## src/rtl/mdm_pkg.sv

```systemverilog
package mdm_pkg;
  localparam int PRE_BITS   = 32;
  localparam int FRAME_BITS = 64;
  localparam int IDX_W      = $clog2(FRAME_BITS);
  localparam int TA_FIRST   = PRE_BITS + 14;
  localparam int TA_LAST    = PRE_BITS + 15;

  localparam logic [1:0] OFS_STAT = 2'd0;
  localparam logic [1:0] OFS_CTRL = 2'd1;
  localparam logic [1:0] OFS_DATA = 2'd2;
  localparam logic [1:0] OFS_ADDR = 2'd3;

  typedef enum logic [1:0] {FR_ADDR = 2'd0, FR_WRITE = 2'd1, FR_READ = 2'd2} frame_kind_e;

  function automatic logic [31:0] frame_word(input frame_kind_e kind, input logic ext,
                                             input logic [4:0] port, input logic [4:0] dev,
                                             input logic [15:0] payload);
    logic [1:0] st;
    logic [1:0] op;
    st = ext ? 2'b00 : 2'b01;
    case (kind)
      FR_ADDR:  op = 2'b00;
      FR_WRITE: op = 2'b01;
      default:  op = ext ? 2'b11 : 2'b10;
    endcase
    return {st, op, port, dev, 2'b10, payload};
  endfunction
endpackage

```

## src/rtl/mdm_clkgen.sv

```systemverilog
module mdm_clkgen #(
  parameter int DIV_W = 8
) (
  input  logic             clk,
  input  logic             rst_n,
  input  logic             en,
  input  logic [DIV_W-1:0] half_div,
  output logic             mdc,
  output logic             rise_tick,
  output logic             fall_tick
);
  logic [DIV_W-1:0] cnt_q, cnt_d, lim;
  logic             mdc_q, mdc_d, wrap;

  assign lim  = (half_div == '0) ? DIV_W'(1) : half_div;
  assign wrap = (cnt_q == lim - DIV_W'(1));

  always_comb begin
    cnt_d = cnt_q;
    mdc_d = mdc_q;
    if (!en) begin
      cnt_d = '0;
      mdc_d = 1'b0;
    end else if (wrap) begin
      cnt_d = '0;
      mdc_d = ~mdc_q;
    end else begin
      cnt_d = cnt_q + DIV_W'(1);
    end
  end

  always_ff @(posedge clk or negedge rst_n) begin
    if (!rst_n) begin
      cnt_q <= '0;
      mdc_q <= 1'b0;
    end else begin
      cnt_q <= cnt_d;
      mdc_q <= mdc_d;
    end
  end

  assign mdc       = mdc_q;
  assign rise_tick = en & wrap & ~mdc_q;
  assign fall_tick = en & wrap & mdc_q;
endmodule

```

## src/rtl/mdm_framer.sv

```systemverilog
module mdm_framer
  import mdm_pkg::*;
(
  input  logic        clk,
  input  logic        rst_n,
  input  logic        launch,
  input  frame_kind_e kind,
  input  logic        ext,
  input  logic        skip_pre,
  input  logic [4:0]  port,
  input  logic [4:0]  dev,
  input  logic [15:0] payload,
  input  logic        rise_tick,
  input  logic        fall_tick,
  input  logic        mdio_i,
  output logic        active,
  output frame_kind_e act_kind,
  output logic        done,
  output logic        ta_bad,
  output logic [15:0] rd_bits,
  output logic        mdio_o,
  output logic        mdio_oe
);
  localparam logic [IDX_W-1:0] LAST_IDX = IDX_W'(FRAME_BITS - 1);

  logic             act_q, act_d;
  logic [IDX_W-1:0] idx_q, idx_d;
  logic [31:0]      word_q, word_d;
  frame_kind_e      kind_q, kind_d;
  logic             bad_q, bad_d;
  logic [15:0]      cap_q, cap_d;
  logic             in_pre, released;

  always_comb begin
    act_d  = act_q;
    idx_d  = idx_q;
    word_d = word_q;
    kind_d = kind_q;
    bad_d  = bad_q;
    cap_d  = cap_q;
    if (!act_q) begin
      if (launch) begin
        act_d  = 1'b1;
        idx_d  = skip_pre ? IDX_W'(PRE_BITS) : '0;
        word_d = frame_word(kind, ext, port, dev, payload);
        kind_d = kind;
        bad_d  = 1'b0;
      end
    end else begin
      if (rise_tick && kind_q == FR_READ) begin
        if (idx_q == IDX_W'(TA_LAST)) bad_d = mdio_i;
        else if (idx_q > IDX_W'(TA_LAST)) cap_d = {cap_q[14:0], mdio_i};
      end
      if (fall_tick) begin
        if (idx_q == LAST_IDX) act_d = 1'b0;
        else idx_d = idx_q + IDX_W'(1);
      end
    end
  end

  always_ff @(posedge clk or negedge rst_n) begin
    if (!rst_n) begin
      act_q  <= 1'b0;
      idx_q  <= '0;
      word_q <= '0;
      kind_q <= FR_ADDR;
      bad_q  <= 1'b0;
      cap_q  <= '0;
    end else begin
      act_q  <= act_d;
      idx_q  <= idx_d;
      word_q <= word_d;
      kind_q <= kind_d;
      bad_q  <= bad_d;
      cap_q  <= cap_d;
    end
  end

  assign in_pre   = (idx_q < IDX_W'(PRE_BITS));
  assign released = (kind_q == FR_READ) && (idx_q >= IDX_W'(TA_FIRST));
  assign mdio_o   = act_q & (in_pre | word_q[~idx_q[4:0]]);
  assign mdio_oe  = act_q & ~released;
  assign active   = act_q;
  assign act_kind = kind_q;
  assign done     = act_q & fall_tick & (idx_q == LAST_IDX);
  assign ta_bad   = bad_q;
  assign rd_bits  = cap_q;
endmodule

```

## src/rtl/mdio_reg_master.sv

```systemverilog
module mdio_reg_master
  import mdm_pkg::*;
#(
  parameter int          DIV_W        = 8,
  parameter int          SYNC_STAGES  = 2,
  parameter logic [7:0]  HALF_DIV_RST = 8'd4
) (
  input  logic        clk,
  input  logic        rst_n,
  input  logic        req_valid,
  input  logic        req_write,
  input  logic [3:0]  req_addr,
  input  logic [31:0] req_wdata,
  output logic [31:0] req_rdata,
  output logic        mdc,
  output logic        mdio_o,
  output logic        mdio_oe,
  input  logic        mdio_i
);
  logic [SYNC_STAGES-1:0] rst_pipe;
  logic                   rst_int_n;

  always_ff @(posedge clk or negedge rst_n) begin
    if (!rst_n) rst_pipe <= '0;
    else        rst_pipe <= {rst_pipe[SYNC_STAGES-2:0], 1'b1};
  end
  assign rst_int_n = rst_pipe[SYNC_STAGES-1];

  logic [DIV_W-1:0] cfg_div_q, cfg_div_d;
  logic             cfg_ext_q, cfg_ext_d;
  logic [4:0]       ctl_dev_q, ctl_dev_d, ctl_port_q, ctl_port_d;
  logic             ctl_nopre_q, ctl_nopre_d;
  logic [15:0]      data_q, data_d, addr_q, addr_d;
  logic             rd_err_q, rd_err_d;

  logic             fr_active, fr_done, fr_ta_bad, rise_tick, fall_tick;
  frame_kind_e      fr_kind, ln_kind;
  logic [15:0]      fr_rd_bits, ln_payload;
  logic [4:0]       ln_port, ln_dev;
  logic             ln_nopre, launch, wr_ok;
  logic [1:0]       sel;

  assign sel   = req_addr[3:2];
  assign wr_ok = req_valid & req_write & ~fr_active;

  always_comb begin
    cfg_div_d   = cfg_div_q;
    cfg_ext_d   = cfg_ext_q;
    ctl_dev_d   = ctl_dev_q;
    ctl_port_d  = ctl_port_q;
    ctl_nopre_d = ctl_nopre_q;
    data_d      = data_q;
    addr_d      = addr_q;
    rd_err_d    = rd_err_q;
    launch      = 1'b0;
    ln_kind     = FR_WRITE;
    ln_payload  = req_wdata[15:0];
    ln_port     = ctl_port_q;
    ln_dev      = ctl_dev_q;
    ln_nopre    = ctl_nopre_q;
    if (wr_ok) begin
      case (sel)
        OFS_STAT: begin
          cfg_div_d = req_wdata[8 +: DIV_W];
          cfg_ext_d = req_wdata[6];
        end
        OFS_CTRL: begin
          ctl_dev_d   = req_wdata[4:0];
          ctl_port_d  = req_wdata[9:5];
          ctl_nopre_d = req_wdata[10];
          if (req_wdata[15]) begin
            launch     = 1'b1;
            ln_kind    = FR_READ;
            ln_payload = '0;
            ln_port    = req_wdata[9:5];
            ln_dev     = req_wdata[4:0];
            ln_nopre   = req_wdata[10];
            rd_err_d   = 1'b0;
          end
        end
        OFS_DATA: begin
          data_d = req_wdata[15:0];
          launch = 1'b1;
        end
        default: begin
          addr_d = req_wdata[15:0];
          if (cfg_ext_q) begin
            launch  = 1'b1;
            ln_kind = FR_ADDR;
          end
        end
      endcase
    end
    if (fr_done && fr_kind == FR_READ) begin
      rd_err_d = fr_ta_bad;
      data_d   = fr_ta_bad ? 16'hFFFF : fr_rd_bits;
    end
  end

  always_ff @(posedge clk or negedge rst_int_n) begin
    if (!rst_int_n) begin
      cfg_div_q   <= DIV_W'(HALF_DIV_RST);
      cfg_ext_q   <= 1'b0;
      ctl_dev_q   <= '0;
      ctl_port_q  <= '0;
      ctl_nopre_q <= 1'b0;
      data_q      <= '0;
      addr_q      <= '0;
      rd_err_q    <= 1'b0;
    end else begin
      cfg_div_q   <= cfg_div_d;
      cfg_ext_q   <= cfg_ext_d;
      ctl_dev_q   <= ctl_dev_d;
      ctl_port_q  <= ctl_port_d;
      ctl_nopre_q <= ctl_nopre_d;
      data_q      <= data_d;
      addr_q      <= addr_d;
      rd_err_q    <= rd_err_d;
    end
  end

  always_comb begin
    req_rdata = '0;
    if (req_valid && !req_write) begin
      case (sel)
        OFS_STAT: req_rdata = {16'b0, 8'(cfg_div_q), 1'b0, cfg_ext_q, 4'b0, rd_err_q, fr_active};
        OFS_CTRL: req_rdata = {16'b0, 5'b0, ctl_nopre_q, ctl_port_q, ctl_dev_q};
        OFS_DATA: req_rdata = {fr_active && fr_kind != FR_ADDR, 15'b0, data_q};
        default:  req_rdata = {16'b0, addr_q};
      endcase
    end
  end

  mdm_clkgen #(.DIV_W(DIV_W)) u_clk (
    .clk(clk), .rst_n(rst_int_n), .en(fr_active), .half_div(cfg_div_q),
    .mdc(mdc), .rise_tick(rise_tick), .fall_tick(fall_tick)
  );

  mdm_framer u_frm (
    .clk(clk), .rst_n(rst_int_n), .launch(launch), .kind(ln_kind), .ext(cfg_ext_q),
    .skip_pre(ln_nopre), .port(ln_port), .dev(ln_dev), .payload(ln_payload),
    .rise_tick(rise_tick), .fall_tick(fall_tick), .mdio_i(mdio_i),
    .active(fr_active), .act_kind(fr_kind), .done(fr_done), .ta_bad(fr_ta_bad),
    .rd_bits(fr_rd_bits), .mdio_o(mdio_o), .mdio_oe(mdio_oe)
  );
endmodule

```

## config.mk

```make
export PLATFORM = sky130hd
export DESIGN_NAME = mdio_reg_master
export DESIGN_NICKNAME = d
export VERILOG_FILES = /design/src/rtl/mdm_pkg.sv /design/src/rtl/mdm_clkgen.sv /design/src/rtl/mdm_framer.sv /design/src/rtl/mdio_reg_master.sv
export SDC_FILE = /design/constraint.sdc
export NUM_CORES = 1
export LEC_CHECK = 0
export ABC_AREA = 1
export BUFFER_PORTS_ARGS = -buffer_cell sky130_fd_sc_hd__buf_2
export CORE_MARGIN = 4
export CORE_UTILIZATION = 60
export DETAILED_ROUTE_END_ITERATION = 7
export PLACE_DENSITY_LB_ADDON = 0.08
export SKIP_LAST_GASP = 1
export SLEW_MARGIN = 20
export SYNTH_ARGS = -nofsm -noshare
export SYNTH_HDL_FRONTEND = slang
export SYNTH_HIERARCHICAL = 1
export SYNTH_SLANG_ARGS = --single-unit
export TNS_END_PERCENT = 10
```

## constraint.sdc

```tcl
create_clock -name clk -period 8.2 [get_ports clk]
set_input_delay 2.46 -clock clk [delete_from_list [all_inputs] [get_ports clk]]
set_output_delay 2.46 -clock clk [all_outputs]
set_load 0.05 [all_outputs]
```

==> Word level (Yosys, flattened, before mapping) <==
Index checks and enable logic that the tools add are counted.
Widths: inputs -> output; s select.
{ "totals": {"regBits": 121, "input_bits": 41, "output_inout_bits": 35, "word_cells": 130} }
{ "classes": {"add_sub_neg": 3, "magnitude_cmp": 4, "n_eq_ne": 12, "muxes": 52, "bitwise_logic": 16, "reduce_logical": 26} }
{ "op_table": {"columns": ["operator", "n"], "rows": [
  ["$mux 16", 6],
  ["$pmux 32 s3", 1],
  ["$mux 32", 1],
  ["$mux 5", 6],
  ["$mux 6", 5],
  ["$mux 8", 3],
  ["$mux 1", 23],
  ["$mux 15", 1],
  ["$eq 6x6->1 const B", 2],
  ["$reduce_bool 2->1", 6],
  ["$reduce_and 2->1", 5],
  ["$and 1x1->1", 9],
  ["$reduce_and 3->1", 3],
  ["$add 8x1->8 const B", 1],
  ["$eq 8x8->1", 1],
  ["$logic_not 8->1", 1],
  ["$ne 2x2->1 const B", 4],
  ["$pmux 2 s2", 2],
  ["$sub 8x1->8 const B", 1],
  ["$add 6x1->6 const B", 1],
  ["$ge 6x6->1 const B", 1],
  ["$gt 6x6->1 const B", 1],
  ["$lt 5x6->1 const B", 1],
  ["$lt 6x6->1 const B", 1],
  ["15 further kinds", 27]
]} }

==> Longest topological paths before layout <==
Gate-level depths: netlist of run 1.
{ "depth": {"ltp_word": 11, "depth_mapped": 23, "ltp_nobuf": 22} }

==> Modules after synthesis <==
The synthesis of run 1 kept the hierarchy.
{ "by_module_without_submodules": {"columns": ["mod", "instances", "cells_each", "area_per_inst_um2", "seq_area_each_um2"], "rows": [
  ["mdio_reg_master", 1, 476, 3279.4, 1377.6],
  ["mdm_framer", 1, 333, 2645.0, 1401.3],
  ["mdm_clkgen", 1, 124, 834.6, 225.2]
]} }

==> Worst setup path after synthesis of run 1 <==
Ideal clock, no wire load.
{ "synth_path": {"kind": "in2out", "startpoint": "in req_addr[2]", "endpoint": "out req_rdata[31]", "arrival_ps": 3741, "required_ps": 5740, "path_slack_ps": 1999, "cell_stages": 5, "n_path_buf": 2, "cell_sequence": "buf_4 nor2_4 buf_2 o211ai_1 nor2_1"} }
{ "synth_between": {"elab_chain_len": 3, "word_cells_on_any_way": 5, "cone_classes": "2 x eq/ne; 2 x mux; 1 x reduce/logical"} }
{ "synth_rtl": {"columns": ["element", "line_no", "source"], "rows": [
  ["start: declaration", "mdio_reg_master.sv:12", "input logic [3:0] req_addr,"],
  ["$eq 2x2->1 (tied with other cells)", "mdio_reg_master.sv:125", "case (sel)"],
  ["$pmux 32 s3 (*)", "mdio_reg_master.sv:125", null],
  ["$mux 32 (*)", "mdio_reg_master.sv:124", "if (req_valid && !req_write) begin"],
  ["end: declaration", "mdio_reg_master.sv:14", "output logic [31:0] req_rdata,"]
]} }
Mark *: on every way between the ends. The rest lies on a longest branch, timed or not.

==> Final worst setup path of run 1 <==
{ "layout_path": {"startpoint": "in req_addr[2]", "endpoint": "out req_rdata[10]"} }
Same word-level chain as after synthesis.

==> impl_metrics.json, run 1 <==
{
  "status": "finished, final reports clean",
  "grt_pass1_wl_mm": 28.6,
  "cp.arrival_ns": 4.05,
  "rows": 38,
  "overflow": 0,
  "holdBufCountCts": 0,
  "slew_violations": 0,
  "synthesis.area_mm2": 0.00676,
  "p_switching_w": 0.000740,
  "ff2ff_path_depth": 22,
  "layout.nets": 1006,
  "worst_slack_ns": 1.69,
  "ant_nets": 0,
  "place.gp.congestion": 0.938,
  "fillCellCount": 954,
  "p_sw_share_pct": 35.4,
  "p_int_w": 0.00135,
  "pwr_density_cell_mw_per_mm2": 280,
  "pwr-share-clk_pct": 33.2,
  "cts_resized": 0,
  "ioPinCount": 76,
  "area_growth_pct": 10.3,
  "worstPathRequired_ns": 5.74,
  "rsz0062_at_grt": "false",
  "clkSinkCount": 120,
  "n_antenna_cell": 0,
  "cts_tree": "yes",
  "portBuffers": 42,
  "max_freq_ghz": 0.154,
  "grt_max_degree": 84,
  "die_x_um": 114,
  "synth_cell_types": 38,
  "cp_max_fo": 12,
  "worstMarginPinSlew_ns": 0.914,
  "regArea_mm2": 0.00301,
  "place_hpwl_mm": 11.5,
  "grt_usage_pct": 27.8,
  "drt-pass1-iter-count": 5,
  "grt_pass1_vias": 6055,
  "synth_edf_count": 0,
  "clockBufferDepth": 2,
  "yosysWarnings": 6,
  "clk_pin_slew_ns": 0.05,
  "synth-seq-cells": 120,
  "worstHoldPathType": "flop to async pin",
  "multi_input_area_mm2": 0.00311,
  "reg2reg_slack_ns": 4.18,
  "drt_wl_total_mm": 17.0,
  "clockRootBuffer": "clkbuf_16",
  "timing.rr.start": "cfg_div_q[3]",
  "initial_core_util_pct": 61.8,
  "pwr-share-comb_pct": 25.0,
  "ys.flop_type": "dfrtp_1",
  "clock_latency_ns": 0.42,
  "syn_area_per_cell_um2": 7.24,
  "r2r_end": "data_q[4]",
  "post-route-min-period_ns": 6.51,
  "synthArstFlopShare_pct": 100,
  "postCtsSetupRepairBufs": 0,
  "crit_type": "primary input to output pin",
  "antenna_found_initial": 0,
  "dr_total_vias": 6120,
  "drtIter0Drc": 525,
  "vdd_drop_max_mv": 0.190,
  "die_h_um": 114,
  "drc": 0,
  "setup_viol": 0,
  "utilization_pct": 68.2,
  "mostFrequentLayoutCell": "nand2_1",
  "final_hold_viol_count": 0,
  "p_seq_share_pct": 41.8,
  "cap_violations": 0,
  "drive_gt1_share_pct": 14.5,
  "netlist_instances": 933,
  "core_mm2": 0.0109,
  "place_worst_setup_slack_ns": 1.82,
  "fin_skew_ns": 0.00555,
  "critPathLaunchType": "primary input",
  "cts_buffers": 17,
  "avgViaCountPerCell": 5.49,
  "relSlewSlack_pct": 39.0,
  "leakage_nw": 4.05,
  "post-route-period-util_pct": 79.4,
  "cp-end-kind": "output pin",
  "tns_ns": 0,
  "final_cell_mix": "nand2_1 (345), dfrtp_1 (118), inv_1 (88)",
  "die-area_mm2": 0.0130,
  "htreeDepth": 4,
  "wl_per_cell_um": 15.2,
  "yosysSeqAreaShare_pct": 44.4
}
==> worst max-delay path by stage <==
stage / startpoint / endpoint / cells after the start
global route: req_addr[2] / req_rdata[1] / 7
detailed placement: req_addr[2] / req_rdata[0] / 7
finish: req_addr[2] / req_rdata[10] / 7
CTS: req_addr[2] / req_rdata[10] / 7
floorplan: req_addr[2] / req_rdata[31] / 5
global placement: req_addr[3] / req_rdata[14] / 7
==> area by class of cell <==
cell class	instances	area share, %
multi-input combinational	678	41.6
sequential	120	40.3
clock buffer	23	6.41
inverter	99	5.02
timing repair buffer	46	3.27
tap	140	2.35
clock inverter	8	0.990
==> power groups by stage <==
stage	clock, W	combinational [W]	sequential [W]
2_1_floorplan	0	0.000436	0.000831
3_3_place_gp	0	0.000493	0.000870
3_5_place_dp	0	0.000511	0.000878
4_1_cts	0.000702	0.000518	0.000870
5_1_grt	0.000733	0.000587	0.000891
6_report	0.000694	0.000522	0.000874
==> critical path: stages <==
cell and delay [ns]:
buf_2 0.18, nor2_1 0.68, nand2_1 0.17, nand3_1 0.16, nand2_1 0.09, inv_1 0.06, buf_2 0.25
==> stage by stage <==
step	total power (W)	hold WS (ns)	instances	instance area (um^2)
2_1_floorplan	0.00127	0.331	947	6810
3_3_place_gp	0.00136	0.299	1083	6900
3_5_place_dp	0.00139	0.301	1083	6900
4_1_cts	0.00209	0.303	1114	7450
5_1_grt	0.00221	0.327	1114	7460
6_report	0.00209	0.283	1114	7460
==> Yosys cell counts (5+ instances only) <==
| master | count | area (um^2) |
|---|---|---|
| a21oi_1 | 13 | 65.1 |
| inv_1 | 88 | 330 |
| nor2_1 | 72 | 270 |
| xor2_1 | 6 | 52.6 |
| xnor2_1 | 5 | 43.8 |
| nor2_4 | 6 | 67.6 |
| buf_2 | 21 | 105 |
| inv_2 | 9 | 33.8 |
| o21ai_1 | 10 | 50.1 |
| buf_4 | 22 | 165 |
| or2_2 | 18 | 113 |
| o21ai_0 | 75 | 375 |
| nand3_1 | 62 | 310 |
| nor2_2 | 13 | 81.3 |
| dfrtp_1 | 119 | 2980 |
| nand2_2 | 8 | 50.1 |
| nand2_1 | 345 | 1290 |
| nand4_1 | 5 | 31.3 |
| nand2_4 | 6 | 67.6 |
==> registers in the layout, indices dropped and copies added, names as in the netlist <==
register,cells
cfg_div_q,8
u_frm/ta_bad,1
ctl_port_q,5
u_frm/active,1
ctl_dev_q,5
rst_pipe,2
rd_err_q,1
u_clk/cnt_q,8
ctl_nopre_q,1
u_frm/idx_q,6
data_q,16
u_clk/mdc,1
cfg_ext_q,1
u_frm/act_kind,2
addr_q,16
u_frm/word_q,30
u_frm/rd_bits,16
==> kinds of logic after synthesis <==
family          synth area share (%)
simple gates                    35.0
buf+inv                         10.4
flops                           44.4
compound gates                  7.78
xor+xnor                        1.43
fa+ha+maj                      0.555
other cells                    0.111
mux                            0.333
==> metal layers <==
metal	global-route usage [%]	vias to the layer above	share of wire, %
met4	13.1	0	3.5
met3	5.97	52	6.0
met5	0	-	0
li1	-	2925	-
met1	36.1	2923	43
met2	44.8	220	47
Note: power is estimated with default switching activity, not from simulation.
==> run 2, diff against run 1 <==
CORE_UTILIZATION = 53   (was 60)
clock period = 5.85 ns   (was 8.2 ns; I/O delays follow)
==> run 2 against run 1 <==
- cell area is 0.87% higher
- sequential share of layout area down 0.35 points
- utilization decreased by 6.8 points
- register-to-register slack lost 2.4 ns
- via count shrank 2.1%
- non-clock buffer count up 1
- critical endpoint is now req_rdata[7]
- first-iteration DRC count rose by 8.8%
- power increased by 42%
- setup slack got worse by 0.62 ns
- clock power rose by 48%
- wire length is 0.28% lower
==> impl_metrics.json, run 2 (synthesis gave the netlist of run 1 again) <==
{
  "ant_nets": 0,
  "largest_reg_flops": 30,
  "clockRootBuffer": "clkbuf_16",
  "avgViaCountPerCell": 5.24,
  "die_x_um": 121,
  "antenna_found_initial": 0,
  "clkSinkCount": 120,
  "hold_depth": 0,
  "grt_pass1_wl_mm": 28.1,
  "mostFrequentLayoutCell": "nand2_1",
  "post-route-period-util_pct": 81.6,
  "drc": 0,
  "grt_usage_pct": 24.5,
  "die_h_um": 121,
  "status": "finished, final reports clean",
  "p_sw_share_pct": 35.6,
  "setup_viol": 0,
  "portBuffers": 42,
  "overflow": 0,
  "leakage_nw": 4.06,
  "dr_total_vias": 5991,
  "place_hpwl_mm": 11.9,
  "drtIter0Drc": 571,
  "pwr-share-comb_pct": 24.2,
  "rsz0062_at_grt": "false",
  "regArea_mm2": 0.00301,
  "cp.arrival_ns": 3.02,
  "finalPower_w": 0.00296,
  "clk_pin_slew_ns": 0.06,
  "p_switching_w": 0.00105,
  "drive_gt1_share_pct": 14.9,
  "max_freq_ghz": 0.209,
  "core_mm2": 0.0123,
  "clockBufferDepth": 2,
  "reg2reg_slack_ns": 1.75,
  "post-route-min-period_ns": 4.77,
  "htreeDepth": 4,
  "cts_buffers": 17,
  "worstHoldPathType": "flop to flop",
  "initial_core_util_pct": 55.1,
  "postCtsSetupRepairBufs": 0,
  "final_hold_viol_count": 0,
  "multi_input_area_mm2": 0.00311,
  "wl_per_cell_um": 14.8,
  "fin_skew_ns": 0.00861,
  "grt_max_degree": 64,
  "top_register": "u_frm/word_q",
  "die-area_mm2": 0.0146,
  "holdBufCountCts": 0,
  "critPathLaunchType": "primary input",
  "ff2ff_path_depth": 21,
  "area_growth_pct": 11.3,
  "cap_violations": 0,
  "worstPathRequired_ns": 4.09,
  "p_seq_share_pct": 41.2,
  "cp_max_fo": 12,
  "cts_resized": 0,
  "ioPinCount": 76,
  "place_inst": 1112,
  "vdd_drop_max_mv": 0.242,
  "clock_latency_ns": 0.42,
  "pwr-share-clk_pct": 34.6,
  "stdcell_count": 1144,
  "drt-pass1-iter-count": 5,
  "relSlewSlack_pct": 41.2,
  "cts_tree": "yes",
  "dpl-instance-area_mm2": 0.00695,
  "fillCellCount": 1121,
  "r2r_end": "data_q[5]",
  "timing.rr.start": "cfg_div_q[2]",
  "worstMarginPinSlew_ns": 0.881,
  "pwr_density_cell_mw_per_mm2": 394,
  "crit_type": "primary input to output pin",
  "slew_violations": 0,
  "place.gp.congestion": 0.916,
  "n_antenna_cell": 0,
  "p_int_w": 0.00191,
  "fin_area_mm2": 0.00752,
  "tns_ns": 0,
  "layout.nets": 1007,
  "final_cell_mix": "nand2_1 (345), dfrtp_1 (118), inv_1 (88)",
  "cp-end-kind": "output pin",
  "hp-start": "rst_pipe[0]",
  "drt_wl_total_mm": 16.9,
  "hold_end": "rst_pipe[1]",
  "rows": 40,
  "grt_pass1_vias": 5689
}
==> run 2: routing by layer <==
layer | GRT usage, % | vias to the layer above | share of wire (%)
li1 | - | 2929 | -
met1 | 32.9 | 2835 | 45
met2 | 39.6 | 206 | 48
met3 | 5.78 | 21 | 6.3
met4 | 7.37 | 0 | 1.3
met5 | 0 | - | 0
==> run 2: worst max-delay path by stage <==
stage                start             to  slack (ns)  cells after the start
6_report       req_addr[2]   req_rdata[7]        1.08                      8
5_1_grt        req_addr[2]   req_rdata[7]        0.96                      8
3_5_place_dp   req_addr[2]   req_rdata[7]        1.10                      8
4_1_cts        req_addr[2]   req_rdata[7]        1.10                      8
3_3_place_gp   req_addr[3]  req_rdata[31]        1.07                      6
2_1_floorplan  req_addr[2]  req_rdata[31]        1.06                      5
==> run 2: metrics by stage <==
stage | hold slack, ns | worst slack (ns) | utilization, %
2_1_floorplan | 0.331 | 1.06 | -
3_3_place_gp | 0.344 | 1.07 | 56.6
3_5_place_dp | 0.338 | 1.10 | 56.6
4_1_cts | 0.362 | 1.10 | 61.4
5_1_grt | 0.381 | 0.956 | 61.4
6_report | 0.361 | 1.08 | 61.4
==> run 2: critical path: stages <==
cell	delay (ns)
buf_2	0.22
nand2_1	0.22
inv_2	0.26
nand2_1	0.08
nand3_1	0.09
nand2_1	0.05
inv_1	0.08
buf_2	0.26
==> run 2: layout make-up <==
cell class | instances | area share [%]
multi-input cells | 678 | 41.3
flip-flops and latches | 120 | 40.0
clock inverters | 14 | 1.98
well taps | 168 | 2.79
clock buffers | 18 | 5.70
repair buffers | 47 | 3.29
inverters | 99 | 4.97
==> run 2: power by group through the flow <==
stage | sequential, W | clock [W] | combinational, W
after floorplan | 0.00116 | 0 | 0.000612
after global placement | 0.00122 | 0 | 0.000692
after detailed placement | 0.00123 | 0 | 0.000707
after CTS | 0.00122 | 0.00104 | 0.000716
after global routing | 0.00125 | 0.00109 | 0.000813
final | 0.00122 | 0.00103 | 0.000717
